$ cat src/rtl/irq_pkg.sv
package irq_pkg;
  localparam int REG_W      = 8;
  localparam int NUM_SRC    = 4;   // 0 int pin, 1 timer, 2 clock pin, 3 peripheral
  localparam int NUM_LATCH  = 3;   // sources with a latched flag
  localparam int VEC_W      = 8;
  localparam int VEC_STEP   = 8;
  localparam logic [VEC_W-1:0] VEC_ZERO = '0;

  localparam int BIT_PSUM   = 7;
  localparam int BIT_FLAG0  = 4;
  localparam int BIT_EN0    = 0;
endpackage

$ cat src/rtl/irq_rst_sync.sv
module irq_rst_sync #(
  parameter int STAGES = 2
) (
  input  logic clk,
  input  logic rst_n,
  output logic rst_sync_n
);
  logic [STAGES-1:0] chain_q;

  always_ff @(posedge clk or negedge rst_n) begin
    if (!rst_n) chain_q <= '0;
    else        chain_q <= {chain_q[STAGES-2:0], 1'b1};
  end

  assign rst_sync_n = chain_q[STAGES-1];
endmodule

$ cat src/rtl/irq_edge_detect.sv
module irq_edge_detect #(
  parameter int STAGES = 2
) (
  input  logic clk,
  input  logic rst_n,
  input  logic pin_i,
  input  logic pol_i,
  output logic edge_o
);
  logic [STAGES-1:0] sync_q, sync_d;
  logic              prev_q, prev_d;
  logic              lvl;

  always_comb begin
    sync_d = {sync_q[STAGES-2:0], pin_i};
    prev_d = sync_q[STAGES-1];
  end

  always_ff @(posedge clk or negedge rst_n) begin
    if (!rst_n) begin
      sync_q <= '0;
      prev_q <= 1'b0;
    end else begin
      sync_q <= sync_d;
      prev_q <= prev_d;
    end
  end

  assign lvl    = sync_q[STAGES-1];
  assign edge_o = pol_i ? (lvl & ~prev_q) : (~lvl & prev_q);

  // a synchronized level gives at most one edge per change
  assert_edge_single_R5: assert property (@(posedge clk) disable iff (!rst_n)
    edge_o && $stable(pol_i) |=> !edge_o);
endmodule

$ cat src/rtl/irq_prio_enc.sv
module irq_prio_enc
  import irq_pkg::*;
(
  input  logic                trap_i,
  input  logic [NUM_SRC-1:0]  pend_i,
  output logic                trap_sel_o,
  output logic [NUM_SRC-1:0]  grant_o,
  output logic [VEC_W-1:0]    vector_o
);
  logic found;

  always_comb begin
    grant_o    = '0;
    vector_o   = VEC_ZERO;
    trap_sel_o = trap_i;
    found      = trap_i;
    for (int i = 0; i < NUM_SRC; i++) begin
      if (!found && pend_i[i]) begin
        grant_o[i] = 1'b1;
        vector_o   = VEC_W'((i + 1) * VEC_STEP);
        found      = 1'b1;
      end
    end
  end

  always_comb begin
    assert_one_winner_R8: assert ($onehot0({trap_sel_o, grant_o}));
  end
endmodule

$ cat src/rtl/irq_status_ctrl.sv
module irq_status_ctrl
  import irq_pkg::*;
#(
  parameter int NUM_PERIPH  = 4,
  parameter int SYNC_STAGES = 2
) (
  input  logic                  clk,
  input  logic                  rst_n,
  input  logic                  pin_int,
  input  logic                  pin_ck,
  input  logic                  pol_int,
  input  logic                  pol_ck,
  input  logic                  tmr_ovf,
  input  logic [NUM_PERIPH-1:0] periph_flag,
  input  logic [NUM_PERIPH-1:0] periph_en,
  input  logic                  reg_we,
  input  logic [REG_W-1:0]      reg_wdata,
  output logic [REG_W-1:0]      reg_rdata,
  input  logic                  gdis_we,
  input  logic                  gdis_wdata,
  output logic                  gdis_q,
  output logic                  irq_req,
  input  logic                  irq_ack,
  output logic [VEC_W-1:0]      irq_vector
);
  logic                 rst_i_n;
  logic                 edge_int, edge_ck;
  logic [NUM_LATCH-1:0] flag_q, flag_d, hw_set, hw_clr, flag_base;
  logic [NUM_SRC-1:0]   en_q, en_d, en_fall, rise_evt, pend, grant;
  logic                 trap_q, trap_d, trap_sel, new_trap;
  logic                 gdis_d;
  logic                 psum, psum_q;
  logic                 take;
  logic                 unused_wbit;

  irq_rst_sync #(.STAGES(SYNC_STAGES)) u_rst (
    .clk(clk), .rst_n(rst_n), .rst_sync_n(rst_i_n));

  irq_edge_detect #(.STAGES(SYNC_STAGES)) u_edge_int (
    .clk(clk), .rst_n(rst_i_n), .pin_i(pin_int), .pol_i(pol_int), .edge_o(edge_int));

  irq_edge_detect #(.STAGES(SYNC_STAGES)) u_edge_ck (
    .clk(clk), .rst_n(rst_i_n), .pin_i(pin_ck), .pol_i(pol_ck), .edge_o(edge_ck));

  assign psum        = |(periph_flag & periph_en);
  assign hw_set      = {edge_ck, tmr_ovf, edge_int};
  assign pend        = {psum & en_q[NUM_SRC-1], flag_q & en_q[NUM_LATCH-1:0]};
  assign irq_req     = ~gdis_q & (trap_q | (|pend));
  assign take        = irq_ack & irq_req;
  assign unused_wbit = reg_wdata[BIT_PSUM];

  irq_prio_enc u_prio (
    .trap_i(trap_q), .pend_i(pend), .trap_sel_o(trap_sel),
    .grant_o(grant), .vector_o(irq_vector));

  // next state
  always_comb begin
    hw_clr    = {NUM_LATCH{take}} & grant[NUM_LATCH-1:0];
    flag_base = reg_we ? reg_wdata[BIT_FLAG0 +: NUM_LATCH] : flag_q;
    flag_d    = hw_set | (flag_base & ~hw_clr);
    en_d      = reg_we ? reg_wdata[BIT_EN0 +: NUM_SRC] : en_q;
    en_fall   = {NUM_SRC{reg_we}} & en_q & ~reg_wdata[BIT_EN0 +: NUM_SRC];
    rise_evt  = {psum & ~psum_q, hw_set & ~flag_q};
    new_trap  = ~gdis_q & (|(rise_evt & en_fall));
    trap_d    = (trap_q & ~(take & trap_sel)) | new_trap;
    if (take)         gdis_d = 1'b1;
    else if (gdis_we) gdis_d = gdis_wdata;
    else              gdis_d = gdis_q;
  end

  // registers
  always_ff @(posedge clk or negedge rst_i_n) begin
    if (!rst_i_n) begin
      flag_q <= '0;
      en_q   <= '0;
      trap_q <= 1'b0;
      gdis_q <= 1'b0;
      psum_q <= 1'b0;
    end else begin
      flag_q <= flag_d;
      psum_q <= psum;
      trap_q <= trap_d;
      if (reg_we)           en_q   <= en_d;
      if (take || gdis_we)  gdis_q <= gdis_d;
    end
  end

  assign reg_rdata = {psum, flag_q, en_q};

  assert_ack_masks_R9: assert property (@(posedge clk) disable iff (!rst_i_n)
    take |=> gdis_q && !irq_req);
  assert_ack_clears_int_R9: assert property (@(posedge clk) disable iff (!rst_i_n)
    take && irq_vector == VEC_W'(VEC_STEP) && !edge_int |=> !reg_rdata[BIT_FLAG0]);
  assert_tmr_set_wins_R10: assert property (@(posedge clk) disable iff (!rst_i_n)
    tmr_ovf |=> reg_rdata[BIT_FLAG0 + 1]);
  assert_psum_gated_R3: assert property (@(posedge clk) disable iff (!rst_i_n)
    !(|periph_en) |-> !reg_rdata[BIT_PSUM]);
  assert_zero_vector_R11: assert property (@(posedge clk) disable iff (!rst_i_n)
    !gdis_q && !irq_ack && !gdis_we && reg_we && tmr_ovf && !reg_rdata[BIT_FLAG0 + 1]
      && reg_rdata[BIT_EN0 + 1] && !reg_wdata[BIT_EN0 + 1]
    |=> irq_req && irq_vector == VEC_ZERO);
endmodule

$ cat config.mk
export PLATFORM = sky130hd
export DESIGN_NAME = irq_status_ctrl
export DESIGN_NICKNAME = d
export VERILOG_FILES = /design/src/rtl/irq_pkg.sv /design/src/rtl/irq_rst_sync.sv /design/src/rtl/irq_edge_detect.sv /design/src/rtl/irq_prio_enc.sv /design/src/rtl/irq_status_ctrl.sv
export SDC_FILE = /design/constraint.sdc
export NUM_CORES = 1
export LEC_CHECK = 0
export BUFFER_PORTS_ARGS = -buffer_cell sky130_fd_sc_hd__buf_2
export CAP_MARGIN = 25
export CORE_UTILIZATION = 46
export CTS_CLUSTER_SIZE = 24
export DETAILED_ROUTE_END_ITERATION = 10
export PLACE_DENSITY = 0.9
export SLEW_MARGIN = 5
export SYNTH_ARGS = -nofsm -noshare
export SYNTH_HDL_FRONTEND = slang
export SYNTH_SLANG_ARGS = --single-unit
$ cat constraint.sdc
create_clock -name clk -period 1.6 [get_ports clk]
set_clock_uncertainty 0.05 [all_clocks]
set_input_delay 0.24 -clock clk [delete_from_list [all_inputs] [get_ports clk]]
set_output_delay 0.24 -clock clk [all_outputs]
set_load 0.02 [all_outputs]
**Yosys cells after proc, flatten, opt, wreduce, memory -nomap -nowiden**

Index checks and enable logic that the tools add are counted.

- Bits in registers: 18
- Bits in latches: 0
- RAM bits: 0
- Bits in read-only memories: 0
- Input port bits: 27
- Output and inout port bits: 18
- Logic and storage cells: 71
- Memories kept: 0

- Add/subtract/negate cells: 0
- Multipliers: 0
- Divide/modulo/power cells: 0
- $lt $le $gt $ge: 0
- Equal/unequal tests: 0
- Shift operators: 0
- Muxes and demuxes: 15
- Bitwise logic cells: 32
- Reduce and logical (&&, ||, !) cells: 14

Operators with widths:

| cell | count |
|---|---|
| 4-bit AND | 4 |
| 3-bit AND | 4 |
| 4-bit OR reduction | 3 |
| 1-bit AND | 11 |
| 1-bit 2-to-1 mux | 10 |
| 5-bit 2-to-1 mux | 2 |
| 1-bit NOT | 7 |
| 6-bit 2-to-1 mux | 1 |
| 3-bit NOT | 2 |
| 1-bit logical AND | 4 |
| 1-bit logical NOT | 4 |
| 4-bit 2-to-1 mux | 1 |
| 4-bit NOT | 1 |
| 3-bit 2-to-1 mux | 1 |
| 3-bit bitwise OR | 1 |
| 1-bit bitwise OR | 2 |
| 2-bit AND reduction | 1 |
| 2-bit nonzero test | 1 |
| 1-bit logical OR | 1 |

**Depth between registers and ports, before layout**

- Depth after elaboration: 13
- Depth in mapped cells: 4

**Hierarchy**

A second synthesis with hierarchy kept.

- Cells, all modules: 91
- Area total of the unflattened synthesis: 1033.5 sq um

Modules (own cells, without submodules):

| module | instances | cells each | area an instance (sq um) | sequential area each (sq um) |
|---|---|---|---|---|
| irq_status_ctrl | 1 | 58 | 671.9 | 250.2 |
| irq_edge_detect | 2 | 6 | 97.6 | 75.1 |
| irq_prio_enc | 1 | 18 | 112.6 | 0.0 |
| irq_rst_sync | 1 | 3 | 53.8 | 50.0 |

**Least setup slack after synthesis**

Ideal clock, no wire load.

- Kind: reg-to-reg
- Start point: reg u_edge_ck.sync_q[1]
- End point: reg trap_q
- Setup time: 122 ps
- Arrival: 1489 ps
- Required time: 1428 ps
- Setup slack: -60 ps
- Stages on the path, launching flop included: 5
- Path buffers: 0
- Cell sequence: dfrtp_1 > and3b_1 > o211a_1 > or4_1 > a32o_1

- Cells in the longest elaborated chain, start to end: 8
- Elaborated cells between the ends (all ways): 9

RTL lines:

| item | line | text |
|---|---|---|
| from (decl) | irq_edge_detect.sv:10 | `logic [STAGES-1:0] sync_q, sync_d;` |
| from (signal assigned) | irq_edge_detect.sv:24 | `sync_q <= sync_d;` |
| 1-bit NOT | irq_edge_detect.sv:30 | `assign edge_o = pol_i ? (lvl & ~prev_q) : (~lvl & prev_q);` |
| 1-bit AND | irq_edge_detect.sv:30 |  |
| 1-bit 2-to-1 mux * | irq_edge_detect.sv:30 |  |
| 3-bit AND * | irq_status_ctrl.sv:63 | `rise_evt = {psum & ~psum_q, hw_set & ~flag_q};` |
| 4-bit AND * | irq_status_ctrl.sv:64 | `new_trap = ~gdis_q & (\|(rise_evt & en_fall));` |
| 4-bit OR reduction * | irq_status_ctrl.sv:64 |  |
| 1-bit AND * | irq_status_ctrl.sv:64 |  |
| 1-bit bitwise OR * | irq_status_ctrl.sv:65 | `trap_d = (trap_q & ~(take & trap_sel)) \| new_trap;` |
| named net trap_d | irq_status_ctrl.sv:30 | `logic trap_q, trap_d, trap_sel, new_trap;` |
| to (signal assigned) | irq_status_ctrl.sv:82 | `trap_q <= trap_d;` |
| to (decl) | irq_status_ctrl.sv:30 |  |

The timed path passes the listed nets; every way through them passes the cells marked *.
A chain may end at the register's enable or synchronous reset.

**Worst setup path in the final report**

- Start point: reg u_edge_int.sync_q[1]
- End point: reg trap_q

- Cells in the longest elaborated chain, start to end: 8
- Elaborated cells between the ends (all ways): 9

RTL lines:

| item | line |
|---|---|
| from (decl) | irq_edge_detect.sv:10 |
| from (signal assigned) | irq_edge_detect.sv:24 |
| 1-bit NOT | irq_edge_detect.sv:30 |
| 1-bit AND | irq_edge_detect.sv:30 |
| 1-bit 2-to-1 mux * | irq_edge_detect.sv:30 |
| 3-bit AND * | irq_status_ctrl.sv:63 |
| 4-bit AND * | irq_status_ctrl.sv:64 |
| 4-bit OR reduction * | irq_status_ctrl.sv:64 |
| 1-bit AND * | irq_status_ctrl.sv:64 |
| 1-bit bitwise OR * | irq_status_ctrl.sv:65 |
| named net trap_d | irq_status_ctrl.sv:30 |

Marks and branches as above.

==> results.sh <==
export IMPL_run_status="complete, but fails checks"
export IMPL_violations="negative setup slack"
export IMPL_port_buffers=38
export IMPL_powerDensity_nw_per_um2=954.9
export IMPL_routedWlPerCell_um=12.49
export IMPL_rows=14
export IMPL_grt_pass1_wl_um=2746
export IMPL_grt_total_usage_pct=19.30
export IMPL_synth_avg_cell_area_um2=10.60
export IMPL_synth_seq_cells=18
export IMPL_criticalPathCategory="flip-flop to flip-flop"
export IMPL_p_leak_nw=0.6208
export IMPL_crit_buf_inv=0
export IMPL_final_cells=153
export IMPL_overflow=0
export IMPL_drc=0
export IMPL_crit_slowest_cell="or4_1"
export IMPL_synth_area_um2=827.0
export IMPL_ir_drop_mv=0.6379
export IMPL_wirelength_um=1911
export IMPL_antenna_found_initial=0
export IMPL_most_common_layout_cells="34 x buf_2, 16 x dfrtp_1, 13 x buf_4"
export IMPL_fin_nets=157
export IMPL_mostFrequentLayoutCell="buf_2"
export IMPL_dr_pass1_iters=4
export IMPL_ios=45
export IMPL_placed_cells=141
export IMPL_drtIter0Drc=11
export IMPL_min_period_over_period_pct=106.3
export IMPL_antenna_cells=0
export IMPL_period_needed_ps=1700
export IMPL_cts_max_path_buffers=2
export IMPL_drtAntennaViolNets=0
export IMPL_area_growth_syn_to_layout_pct=43.42
export IMPL_tritoncts="built"
export IMPL_grt_pass1_vias=665
export IMPL_dr_max_layer_used="met3"
export IMPL_tightest_slew_ps=636.3
export IMPL_slew_viol_final=0
export IMPL_finalWorstSetupSlack_ps=-100.4
export IMPL_grt_start_max_net_pins=17
export IMPL_cp_end_kind="flip-flop"
export IMPL_insertion_delay_ps=290
export IMPL_setup_viol=3
export IMPL_cts_max_level=1
export IMPL_min_path_type="input port to flip-flop"
export IMPL_relSlewSlack_pct=57.58
export IMPL_hold_viol_final=0
export IMPL_synth_edf_count=0
export IMPL_seq_area_frac_synth_pct=54.46
export IMPL_die_area_um2=1971
export IMPL_path_delay_family="simple AND/OR/NAND/NOR gates"
export IMPL_cts_sinks=18
export IMPL_postLayoutCoreUtil_pct=74.41
export IMPL_critPathMaxStageDelay_ps=460
export IMPL_fmax_mhz=588.1
export IMPL_dp_hpwl_um=1357
export IMPL_syn_inst=78
export IMPL_cp_arrival_ps=1820
export IMPL_rrSetupSlack_ps=-100
export IMPL_clockRootBuffer="clkbuf_4"
export IMPL_cp_start_kind="flip-flop"
export IMPL_rsz0062_at_grt="true"
export IMPL_worst_endpoint_required_ps=1720
export IMPL_yosys_warnings=0
export IMPL_drv_cap=0
export IMPL_dieWidth_um=44.40
export IMPL_cts_made_buffers=3
export IMPL_gp_congestion=0.8457
export IMPL_synth_cell_types=25
export IMPL_num_vias=740
export IMPL_synthFlopType="dfrtp_1"
export IMPL_viasPerCell=4.837
export IMPL_final_layout_size_suffix_gt1_share_pct=48.06
export IMPL_clk_pin_slew_ps=110
export IMPL_crit_fanout=2
export IMPL_die_height_um=44.40
export IMPL_core_area_um2=1594
export IMPL_initial_core_util_pct=51.88
export IMPL_wl_met3_um=105
export IMPL_ys_async_sr_fraction_pct=100.0
export IMPL_worstPathCellList="and3b_2 -> o211a_1 -> or4_1 -> a32o_1"
export IMPL_met2_length_um=1001
export IMPL_wl_met1_um=804
[worst paths after layout]
check,startpoint,endpoint,cells past startpoint
worst max register to register,u_edge_int.sync_q[1],trap_q,4
min in group asynchronous,rst_n,u_rst.chain_q[0],2
worst min-delay path,gdis_we,gdis_q,2
max in group asynchronous,u_rst.chain_q[1],en_q[0],0
worst max-delay path,u_edge_int.sync_q[1],trap_q,4
worst min register to register,u_rst.chain_q[1],u_edge_int.sync_q[1],0
[state kept, by name, indices dropped and copies added, names as in the netlist]
name,count
en_q,4
psum_q,1
u_rst.chain_q,2
u_edge_ck.prev_q,1
u_edge_int.prev_q,1
gdis_q,1
u_edge_int.sync_q,2
u_edge_ck.sync_q,2
flag_q,3
trap_q,1
[synth_stat cells, drive strengths merged (2+ instances only)]
master	number	area share, %
a21oi	3	1.8
a22oi	2	1.8
and3b	2	2.1
buf	6	5.4
conb	2	0.91
dfrtp	18	54
inv	2	0.91
mux2	3	4.1
mux2i	3	3.6
nand2	8	3.6
nor2	8	3.6
nor3	2	1.2
nor3b	2	1.8
o211a	2	2.4
o21ai	4	2.4
o21bai	2	1.8
[routing by layer]
metal / global-route usage [%] / up-vias
met4: 1.818 / 0
met1: 25.48 / 344
met2: 34.41 / 31
met3: 3.673 / 0
li1: - / 365
met5: 0 / -
[where the power goes]
group / switching (mW) / internal, mW / leakage (nW)
Sequential: 0.0499 / 0.496 / 0.206
Combinational: 0.172 / 0.142 / 0.394
Clock: 0.134 / 0.138 / 0.0210
Total: 0.356 / 0.776 / 0.621
[what timing repair did]
| item | 4_1_cts | 5_1_grt |
|---|---|---|
| endpoints found under the setup margin | 4 | 5 |
| gates resized for setup | 7 | 7 |
| pin swaps | 9 | 7 |
| setup buffers | 3 | 3 |
| hold buffers | 1 | 2 |
| hold endpoints to repair | 2 | 2 |
[final cells by class]
| cell class | instances | area (µm²) |
|---|---|---|
| clock buffer | 4 | 36.28 |
| fill | 116 | 407.9 |
| inverter | 2 | 7.507 |
| multi-input combinational | 55 | 361.6 |
| sequential | 18 | 452.9 |
| tap | 24 | 30.03 |
| timing repair buffer | 50 | 297.8 |
[cell families (layout without fill, tap and decap cells)]
group	count (synthesis)	in the layout	share of synthesized area [%]
muxes	6	6	7.715
AOI/OAI and AO/OA	16	16	13.46
buffers and inverters	9	56	6.807
other	2	6	0.9081
DFF	18	18	54.46
and+or+nand+nor	27	27	16.64
[stage by stage]
stage	instance area (µm²)	TNS, ps	hold slack, ps	power [mW]	setup slack, ps
finish	1186	-198.9	120.1	1.133	-100.4
global route	1186	-479.7	123.2	1.199	-150.0
CTS	1126	-108.7	0.6898	1.107	-106.6
detailed placement	1044	-93.43	-22.82	0.8131	-93.43
global placement	1044	-42.60	-25.26	0.8045	-42.60
floorplan	842.1	-15.56	-105.6	0.7127	-15.56
No activity file was read; power rests on OpenSTA's default activity.
